<file path="config.mk">
export PLATFORM = sky130hd
export DESIGN_NAME = exc_entry_seq
export DESIGN_NICKNAME = d
export VERILOG_FILES = /design/src/rtl/exc_entry_pkg.sv /design/src/rtl/exc_entry_ctrl.sv /design/src/rtl/exc_entry_dp.sv /design/src/rtl/exc_entry_seq.sv
export SDC_FILE = /design/constraint.sdc
export NUM_CORES = 1
export LEC_CHECK = 0
export BUFFER_PORTS_ARGS = -buffer_cell sky130_fd_sc_hd__buf_2
export CAP_MARGIN = 25
export CORE_AREA = 2 2 206 208
export DETAILED_ROUTE_END_ITERATION = 16
export DIE_AREA = 0 0 208 210
export PLACE_DENSITY = 0.75
export RECOVER_POWER = 25
export SLEW_MARGIN = 25
export SYNTH_ARGS = -nofsm -noshare
export SYNTH_HDL_FRONTEND = slang
export SYNTH_HIERARCHICAL = 1
export SYNTH_SLANG_ARGS = --single-unit
</file>
<file path="constraint.sdc">
create_clock -name clk -period 2.2 [get_ports clk]
set_clock_uncertainty 0.2 [all_clocks]
set_input_delay 0.33 -clock clk [delete_from_list [all_inputs] [get_ports clk]]
set_output_delay 0.33 -clock clk [all_outputs]
set_load 0.1 [all_outputs]
</file>
<file path="src/rtl/exc_entry_pkg.sv">
package exc_entry_pkg;
  typedef enum logic [1:0] {
    KIND_FAULT  = 2'b00,
    KIND_TRAP   = 2'b01,
    KIND_EXT    = 2'b10,
    KIND_EXT_B  = 2'b11
  } evKind_t;

  typedef enum logic [1:0] {
    ST_IDLE,
    ST_CHECK,
    ST_READ,
    ST_PUSH
  } seqState_t;

  localparam int SLOT_W = 3;
  localparam logic [SLOT_W-1:0] SLOT_OLD_SS  = 3'd0;
  localparam logic [SLOT_W-1:0] SLOT_OLD_ESP = 3'd1;
  localparam logic [SLOT_W-1:0] SLOT_FLAGS   = 3'd2;
  localparam logic [SLOT_W-1:0] SLOT_CS      = 3'd3;
  localparam logic [SLOT_W-1:0] SLOT_RET     = 3'd4;

  typedef struct packed {
    logic              capture;
    logic              readGate;
    logic              loadGate;
    logic              pushEn;
    logic [SLOT_W-1:0] slot;
  } dpCtrl_t;
endpackage

</file>
<file path="src/rtl/exc_entry_ctrl.sv">
module exc_entry_ctrl
  import exc_entry_pkg::*;
(
  input  logic    clk,
  input  logic    rstN,
  input  logic    reqValid,
  input  logic    limitOk,
  input  logic    switchStack,
  output dpCtrl_t ctl,
  output logic    busy,
  output logic    done,
  output logic    protErr
);
  seqState_t         state, stateNext;
  logic [SLOT_W-1:0] slotR;
  logic              doneR, errR;

  always_comb begin
    ctl       = '0;
    ctl.slot  = slotR;
    stateNext = state;
    unique case (state)
      ST_IDLE: if (reqValid) begin
        ctl.capture = 1'b1;
        stateNext   = ST_CHECK;
      end
      ST_CHECK: begin
        ctl.readGate = limitOk;
        stateNext    = limitOk ? ST_READ : ST_IDLE;
      end
      ST_READ: begin
        ctl.loadGate = 1'b1;
        stateNext    = ST_PUSH;
      end
      ST_PUSH: begin
        ctl.pushEn = 1'b1;
        if (slotR == SLOT_RET) stateNext = ST_IDLE;
      end
      default: stateNext = ST_IDLE;
    endcase
  end

  always_ff @(posedge clk) begin
    if (!rstN) begin
      state <= ST_IDLE;
      slotR <= SLOT_FLAGS;
      doneR <= 1'b0;
      errR  <= 1'b0;
    end else begin
      state <= stateNext;
      doneR <= (state == ST_PUSH) && (slotR == SLOT_RET);
      errR  <= (state == ST_CHECK) && !limitOk;
      if (state == ST_READ)
        slotR <= switchStack ? SLOT_OLD_SS : SLOT_FLAGS;
      else if (state == ST_PUSH)
        slotR <= slotR + 1'b1;
    end
  end

  assign busy    = (state != ST_IDLE);
  assign done    = doneR;
  assign protErr = errR;
endmodule

</file>
<file path="src/rtl/exc_entry_dp.sv">
module exc_entry_dp
  import exc_entry_pkg::*;
#(
  parameter int WORD_W = 32,
  parameter int SEL_W  = 16,
  parameter int VEC_W  = 8,
  parameter int CPL_W  = 2
) (
  input  logic                clk,
  input  logic                rstN,
  input  dpCtrl_t             ctl,
  input  logic [VEC_W-1:0]    reqVector,
  input  logic [1:0]          reqKind,
  input  logic [WORD_W-1:0]   curEip,
  input  logic [WORD_W-1:0]   nextEip,
  input  logic [WORD_W-1:0]   reqEflags,
  input  logic [SEL_W-1:0]    curCs,
  input  logic [SEL_W-1:0]    curSs,
  input  logic [WORD_W-1:0]   curEsp,
  input  logic [CPL_W-1:0]    curCpl,
  input  logic [WORD_W+SEL_W-1:0] tableReg,
  input  logic [SEL_W-1:0]    taskSs,
  input  logic [WORD_W-1:0]   taskEsp,
  input  logic [2*WORD_W-1:0] memRdData,
  output logic                limitOk,
  output logic                switchStack,
  output logic [WORD_W-1:0]   memRdAddr,
  output logic [WORD_W-1:0]   stkWrAddr,
  output logic [WORD_W-1:0]   stkWrData,
  output logic [SEL_W-1:0]    handlerCs,
  output logic [WORD_W-1:0]   handlerEip,
  output logic [SEL_W-1:0]    newSs,
  output logic [WORD_W-1:0]   newEsp
);
  localparam int GATE_W     = 2 * WORD_W;
  localparam int GATE_SH    = $clog2(GATE_W / 8);
  localparam int IDX_W      = VEC_W + GATE_SH;
  localparam int WORD_BYTES = WORD_W / 8;
  localparam int SEL_PAD    = WORD_W - SEL_W;

  logic [VEC_W-1:0]  vecR;
  logic [WORD_W-1:0] retR, flagsR, espR, baseR, tEspR, spR;
  logic [SEL_W-1:0]  csR, ssR, limitR, tSsR, gateCsR, newSsR;
  logic [CPL_W-1:0]  cplR;
  logic [WORD_W-1:0] gateOffR;
  logic [SEL_W-1:0]  lastByte;
  logic              unusedGateBits;

  assign unusedGateBits = ^memRdData[GATE_W-SEL_W-1:2*SEL_W];

  always_ff @(posedge clk) begin
    if (!rstN) begin
      vecR <= '0; retR <= '0; flagsR <= '0; espR <= '0; baseR <= '0;
      tEspR <= '0; csR <= '0; ssR <= '0; limitR <= '0; tSsR <= '0; cplR <= '0;
      gateCsR <= '0; gateOffR <= '0; spR <= '0; newSsR <= '0;
    end else begin
      if (ctl.capture) begin
        vecR   <= reqVector;
        retR   <= (evKind_t'(reqKind) == KIND_FAULT) ? curEip : nextEip;
        flagsR <= reqEflags;
        csR    <= curCs;
        ssR    <= curSs;
        espR   <= curEsp;
        cplR   <= curCpl;
        baseR  <= tableReg[WORD_W+SEL_W-1:SEL_W];
        limitR <= tableReg[SEL_W-1:0];
        tSsR   <= taskSs;
        tEspR  <= taskEsp;
      end
      if (ctl.loadGate) begin
        gateCsR  <= memRdData[2*SEL_W-1:SEL_W];
        gateOffR <= {memRdData[GATE_W-1 -: SEL_W], memRdData[SEL_W-1:0]};
        spR      <= switchStack ? tEspR : espR;
        newSsR   <= switchStack ? tSsR : ssR;
      end else if (ctl.pushEn) begin
        spR <= spR - WORD_W'(WORD_BYTES);
      end
    end
  end

  assign switchStack = (cplR != '0);
  assign lastByte    = {{(SEL_W-IDX_W){1'b0}}, vecR, {GATE_SH{1'b1}}};
  assign limitOk     = (lastByte <= limitR);
  assign memRdAddr   = baseR + {{(WORD_W-IDX_W){1'b0}}, vecR, {GATE_SH{1'b0}}};
  assign stkWrAddr   = spR - WORD_W'(WORD_BYTES);

  always_comb begin
    unique case (ctl.slot)
      SLOT_OLD_SS:  stkWrData = {{SEL_PAD{1'b0}}, ssR};
      SLOT_OLD_ESP: stkWrData = espR;
      SLOT_FLAGS:   stkWrData = flagsR;
      SLOT_CS:      stkWrData = {{SEL_PAD{1'b0}}, csR};
      default:      stkWrData = retR;
    endcase
  end

  assign handlerCs  = gateCsR;
  assign handlerEip = gateOffR;
  assign newSs      = newSsR;
  assign newEsp     = spR;
endmodule

</file>
<file path="src/rtl/exc_entry_seq.sv">
module exc_entry_seq
  import exc_entry_pkg::*;
#(
  parameter int WORD_W = 32,
  parameter int SEL_W  = 16,
  parameter int VEC_W  = 8,
  parameter int CPL_W  = 2
) (
  input  logic                    clk,
  input  logic                    rstN,
  input  logic                    reqValid,
  input  logic [VEC_W-1:0]        reqVector,
  input  logic [1:0]              reqKind,
  input  logic [WORD_W-1:0]       curEip,
  input  logic [WORD_W-1:0]       nextEip,
  input  logic [WORD_W-1:0]       reqEflags,
  input  logic [SEL_W-1:0]        curCs,
  input  logic [SEL_W-1:0]        curSs,
  input  logic [WORD_W-1:0]       curEsp,
  input  logic [CPL_W-1:0]        curCpl,
  input  logic [WORD_W+SEL_W-1:0] tableReg,
  input  logic [SEL_W-1:0]        taskSs,
  input  logic [WORD_W-1:0]       taskEsp,
  output logic                    memRdEn,
  output logic [WORD_W-1:0]       memRdAddr,
  input  logic [2*WORD_W-1:0]     memRdData,
  output logic                    stkWrEn,
  output logic [WORD_W-1:0]       stkWrAddr,
  output logic [WORD_W-1:0]       stkWrData,
  output logic                    busy,
  output logic                    done,
  output logic                    protErr,
  output logic [SEL_W-1:0]        handlerCs,
  output logic [WORD_W-1:0]       handlerEip,
  output logic [SEL_W-1:0]        newSs,
  output logic [WORD_W-1:0]       newEsp
);
  dpCtrl_t ctl;
  logic    limitOk, switchStack;

  exc_entry_ctrl ctrl_i (
    .clk(clk), .rstN(rstN), .reqValid(reqValid), .limitOk(limitOk),
    .switchStack(switchStack), .ctl(ctl), .busy(busy), .done(done), .protErr(protErr)
  );

  exc_entry_dp #(.WORD_W(WORD_W), .SEL_W(SEL_W), .VEC_W(VEC_W), .CPL_W(CPL_W)) dp_i (
    .clk(clk), .rstN(rstN), .ctl(ctl), .reqVector(reqVector), .reqKind(reqKind),
    .curEip(curEip), .nextEip(nextEip), .reqEflags(reqEflags), .curCs(curCs),
    .curSs(curSs), .curEsp(curEsp), .curCpl(curCpl), .tableReg(tableReg),
    .taskSs(taskSs), .taskEsp(taskEsp), .memRdData(memRdData),
    .limitOk(limitOk), .switchStack(switchStack), .memRdAddr(memRdAddr),
    .stkWrAddr(stkWrAddr), .stkWrData(stkWrData), .handlerCs(handlerCs),
    .handlerEip(handlerEip), .newSs(newSs), .newEsp(newEsp)
  );

  assign memRdEn = ctl.readGate;
  assign stkWrEn = ctl.pushEn;
endmodule

</file>
== Word-level counts from Yosys, hierarchy flattened ==
Index checks and enable logic that the tools add are counted.
W data, S select, Z words.

* Add/sub/neg operators: 3
* Order comparisons: 1
* Equal/unequal tests: 9
* Mux-type cells: 18
* Reductions and logical operators: 11

{| class="wikitable"
|+ Operator list
! operator !! count
|-
| $mux W32 || 4
|-
| $pmux W32 S4 || 1
|-
| $add A32 B11 Y32 || 1
|-
| $sub A32 B3 Y32 const B || 1
|-
| $le A11 B16 Y1 || 1
|-
| $mux W16 || 1
|-
| $mux W2 || 4
|-
| $pmux W2 S4 || 1
|-
| $reduce_bool A2 Y1 || 4
|-
| $eq A3 B2 Y1 const B || 2
|-
| $mux W3 || 2
|-
| $mux W1 || 5
|-
| $eq A2 B2 Y1 const B || 2
|-
| $logic_not A2 Y1 || 2
|-
| $ne A2 B2 Y1 const B || 2
|-
| $add A3 B1 Y3 const B || 1
|-
| $eq A3 B1 Y1 const B || 1
|-
| $eq A3 B3 Y1 const B || 1
|-
| $logic_not A3 Y1 || 1
|-
| $eq A2 B1 Y1 const B || 1
|-
| $logic_and A1 B1 Y1 || 2
|-
| $reduce_and A2 Y1 || 1
|-
| $logic_not A1 Y1 || 1
|}

* Register bits: 337
* Input bits: 335
* Output and inout bits: 197
* Logic and storage cells: 61

== Longest topological paths before layout ==
* Word-level depth: 4
* Gate-level depth with buffers: 9
* Mapped depth without buffers: 9

== By module ==
Netlist, hierarchy kept.

{| class="wikitable"
|+ By module, submodules not included
! module !! times used !! cells each !! area an instance (um2) !! seq. area each (um2)
|-
| exc_entry_dp || 1 || 1661 || 15947.8 || 6606.3
|-
| exc_entry_ctrl || 1 || 39 || 366.6 || 140.1
|}

== Worst setup path after synthesis ==
No wires, ideal clock.

* Path kind: register to output
* Start point: register dp_i.spR[2] (netlist: dp_i/newEsp[2])
* End point: output stkWrAddr[28]
* Data arrival time: 4.378 ns
* Data required time: 1.670 ns
* Slack: -2.708 ns
* Cell stages (with the launch flop): 9
* Path buffers: 1
* Path through: dfxtp_1 -> inv_1 -> ha_1 -> nor3b_4 -> and4b_4 -> and3b_1 -> buf_6 -> nand3_1 -> xnor2_1

* Cells in the longest elaborated chain, start to end: 1

{| class="wikitable"
|+ RTL lines
! what !! RTL line !! source
|-
| start, declared || exc_entry_dp.sv:42 || <nowiki>logic [WORD_W-1:0] retR, flagsR, espR, baseR, tEspR, spR;</nowiki>
|-
| start signal, assigned || exc_entry_dp.sv:73 || <nowiki>spR <= switchStack ? tEspR : espR;</nowiki>
|-
| start signal, assigned || exc_entry_dp.sv:76 || <nowiki>spR <= spR - WORD_W'(WORD_BYTES);</nowiki>
|-
| $sub A32 B3 Y32 || exc_entry_dp.sv:85 || <nowiki>assign stkWrAddr = spR - WORD_W'(WORD_BYTES);</nowiki>
|-
| end, declared || exc_entry_seq.sv:28 || <nowiki>output logic [WORD_W-1:0] stkWrAddr,</nowiki>
|}

No other way between the ends.

== Final worst setup path ==
* Start point: register dp_i.spR[2] (netlist: dp_i/newEsp[2])
* End point: output stkWrAddr[22]

The elaborated chain is that of the path after synthesis.

==> impl_metrics.toml <==
[status]
status = "finished with violations"
violations = "negative setup slack"

[logic_synthesis]
synthMuxAreaShare_pct = 19.0
mappedNetlistArea_um2 = 16300
ys_seq_area_share_pct = 41.4
synth_fp_nets = 2055
synth_edf_count = 0
synth-xor-area-share_pct = 4.23
synth-async-reset-ratio_pct = 0
synthAdderAreaFrac_pct = 1.58
yosysUniqueCellTypes = 69
ys.flop_type = "dfxtp_1"
yosysWarnings = 6
synth-simple-area-share_pct = 21.4
syn_avg_cell_area_um2 = 9.60
synth.ff_latch_count = 337
synth-compound-area-share_pct = 8.21
synthCells = 1700
synth_top_family_by_area = "simple AND/OR/NAND/NOR gates"

[global_route]
grt_pass1_wl_um = 104000
grtUsageTotal_pct = 30.5
grt_overflow = 0
grt_antenna_before_repair = 12
grt_max_degree = 74
grt_pass1_vias = 18400

[finish]
area_growth_syn_to_layout_pct = 77.7
final_cell_mix = "377 x buf_2, 291 x dfxtp_1, 289 x dlygate4sd3_1"
final_common_cell = "buf_2"
drive_above_1_share_pct = 41.0
num-nets-final = 2999
fin_util_pct = 69.9
num-fill-cells = 2618

[sta]
max_slew_margin_pct = 34.5
report.final.slew_viol_count = 0
setup_viol = 378
hold_ws_ps = 18.5
layout_setup_ws_ps = -1000
min_period_ps = 3200
fmax_mhz = 312
hold_viol = 0
tns_ps = -102400
rsz0062_at_grt = "yes"
worst_pin_slew_ps = 982
fin_crit_sh_pct = 146

[die]
fp.dieArea_um2 = 43700
die_h_um = 210
rows = 75
coreArea_um2 = 41500
io_pins = 532
fp.dieW_um = 208
start_util_pct = 39.3

[routing]
vias = 17300
totalWireLength_um = 71100
drtPass1Iterations = 6
ant_nets = 0
vias_per_cell = 5.37
avgRoutedWirePerCell_um = 22.1
drt_iter0_markers = 1056
drcViolationCount = 0

[power_and_ir_drop]
finalPower_mw = 37.2
peakVddDrop_mv = 1.69
total_leakage_power_nw = 12.7
pwr_density_cell_nw_per_um2 = 1280

[placed_design]
gp_congestion = 0.884
portBuffers = 515
place_hpwl_um = 44400
dp_slack_ps = -606

[setup_path]
rr_worst_depth = 7
arrival_ps = 2670
crit_fanout = 7
critPathSlowestCell = "dfxtp_4"
critPathRequiredTime_ps = 1670
critPathMaxStageDelay_ps = 350
worst-setup-path-type = "reg2out"
worstSetupStartpointType = "flip-flop"
critPathCaptureType = "output pin"
cp_cell_sequence = "clkinvlp_4 -> ha_4 -> nor3b_4 -> and4b_4 -> and3b_1 -> buf_6 -> nand3b_1 -> xnor2_4 -> buf_12"

[cts]
cts_tree = "done"
htree_levels = 2
clk_pin_slew_ps = 60
cts_buffers = 37
cts-root-buf = "clkbuf_16"
clock_sinks = 337
clk-insertion-delay-late_ps = 560
clock_path_buffers = 3

[min_path]
hold_depth = 2
hold_class = "in2reg"

[flow_run]
cap_violations = 0
## final timing paths
check	slack [ps]	from	end
worst max-delay path	-1000	dp_i/newEsp[2]$_SDFFE_PN0N_	stkWrAddr[22]
worst min-delay path	20	rstN	dp_i/newEsp[0]$_SDFFE_PN0P_
worst max register to register	-330	ctrl_i/state[0]$_SDFFE_PN0P_	dp_i/espR[8]$_SDFFE_PN0P_
worst min register to register	280	dp_i/newSs[12]$_SDFFE_PN0P_	dp_i/newSs[12]$_SDFFE_PN0P_
## stage by stage
| step | area, µm² | instances |
|---|---|---|
| 6_report | 29000 | 3221 |
| 5_1_grt | 29000 | 3221 |
| 4_1_cts | 28600 | 3197 |
| 3_5_place_dp | 23400 | 2796 |
| 3_3_place_gp | 23400 | 2796 |
| 2_1_floorplan | 18100 | 1700 |
## logic make-up after synthesis
family / after synthesis
AOI/OAI and AO/OA: 179
xor gates and xnor gates: 78
adders and majority gates: 20
buffers and inverters: 159
DFF: 337
muxes: 287
and+or+nand+nor: 640
## layout make-up
cell class / instances / area (µm²) / area share (%)
sequential: 337 / 6840 / 23.6
antenna: 11 / 27.5 / 0.0950
inverter: 26 / 105 / 0.363
tap: 539 / 674 / 2.33
clock inverter: 10 / 78.8 / 0.272
clock buffer: 56 / 1110 / 3.82
timing repair buffer: 1038 / 9030 / 31.1
multi-input combinational: 1204 / 11100 / 38.4
## per-layer routing
| metal | part of all wire, % | vias up | GRT usage, % |
|---|---|---|---|
| li1 | - | 7739 | - |
| met1 | 37 | 8341 | 33.5 |
| met2 | 51 | 911 | 55.3 |
| met3 | 6.4 | 293 | 5.26 |
| met4 | 6.4 | 2 | 17.6 |
| met5 | 0.020 | - | 0 |
## timing repair
item / in CTS / in global routing
cloned: 1 / 0
buffers inserted: 48 / 26
endpoints found under the setup margin: 92 / 103
gates resized for setup: 200 / 64
pin swaps: 70 / 54
hold buffers: 289 / 0
hold endpoints to repair: 273 / 0
## power breakdown
group | internal (mW) | total [mW] | switching [mW]
clock | 3.49 | 6.15 | 2.66
combinational | 8.80 | 23.3 | 14.5
sequential | 7.03 | 7.77 | 0.749
total | 19.3 | 37.2 | 17.9
## synthesized netlist by cell type, drive strengths merged (2+ instances only)
cell type	instances	area, µm²
and2	5	31.3
a21oi	10	50.1
o21a	3	22.5
and3b	2	17.5
inv	25	93.8
nand2b	3	18.8
o21ai	59	295
nand3b	3	22.5
nor2	34	130
ha	19	238
xor2	29	262
buf	52	294
mux2i	255	2550
a22oi	16	120
o22ai	7	43.8
dfxtp	337	6750
mux2	16	180
mux4	16	360
xnor2	49	429
nor4	10	96.4
nor2b	255	1600
and3	3	18.8
a211oi	4	30.0
nand4	10	77.6
and4b	2	23.8
or3	6	42.5
a31oi	3	18.8
and4	2	17.5
nor3b	4	41.3
nand2	181	679
nand3	91	473
clkbuf	81	304
o211a	69	691
or2	2	12.5
nor3	22	136
## critical path: cells and delay by family (launching register included)
kind,cells,cell delay [ps]
simple gates,4,920
buf+inv,3,460
flops,1,350
xor+xnor,1,250
fa+ha+maj,1,130
## flip-flops by register name (all words and copies together) (netlist names), 32 cells and up, named ones only
name,cells
dp_i/retR,32
dp_i/newEsp,32
dp_i/espR,32
dp_i/tEspR,32
dp_i/handlerEip,32
dp_i/baseR,32
dp_i/flagsR,32
Power figures use the tool's default switching activity.
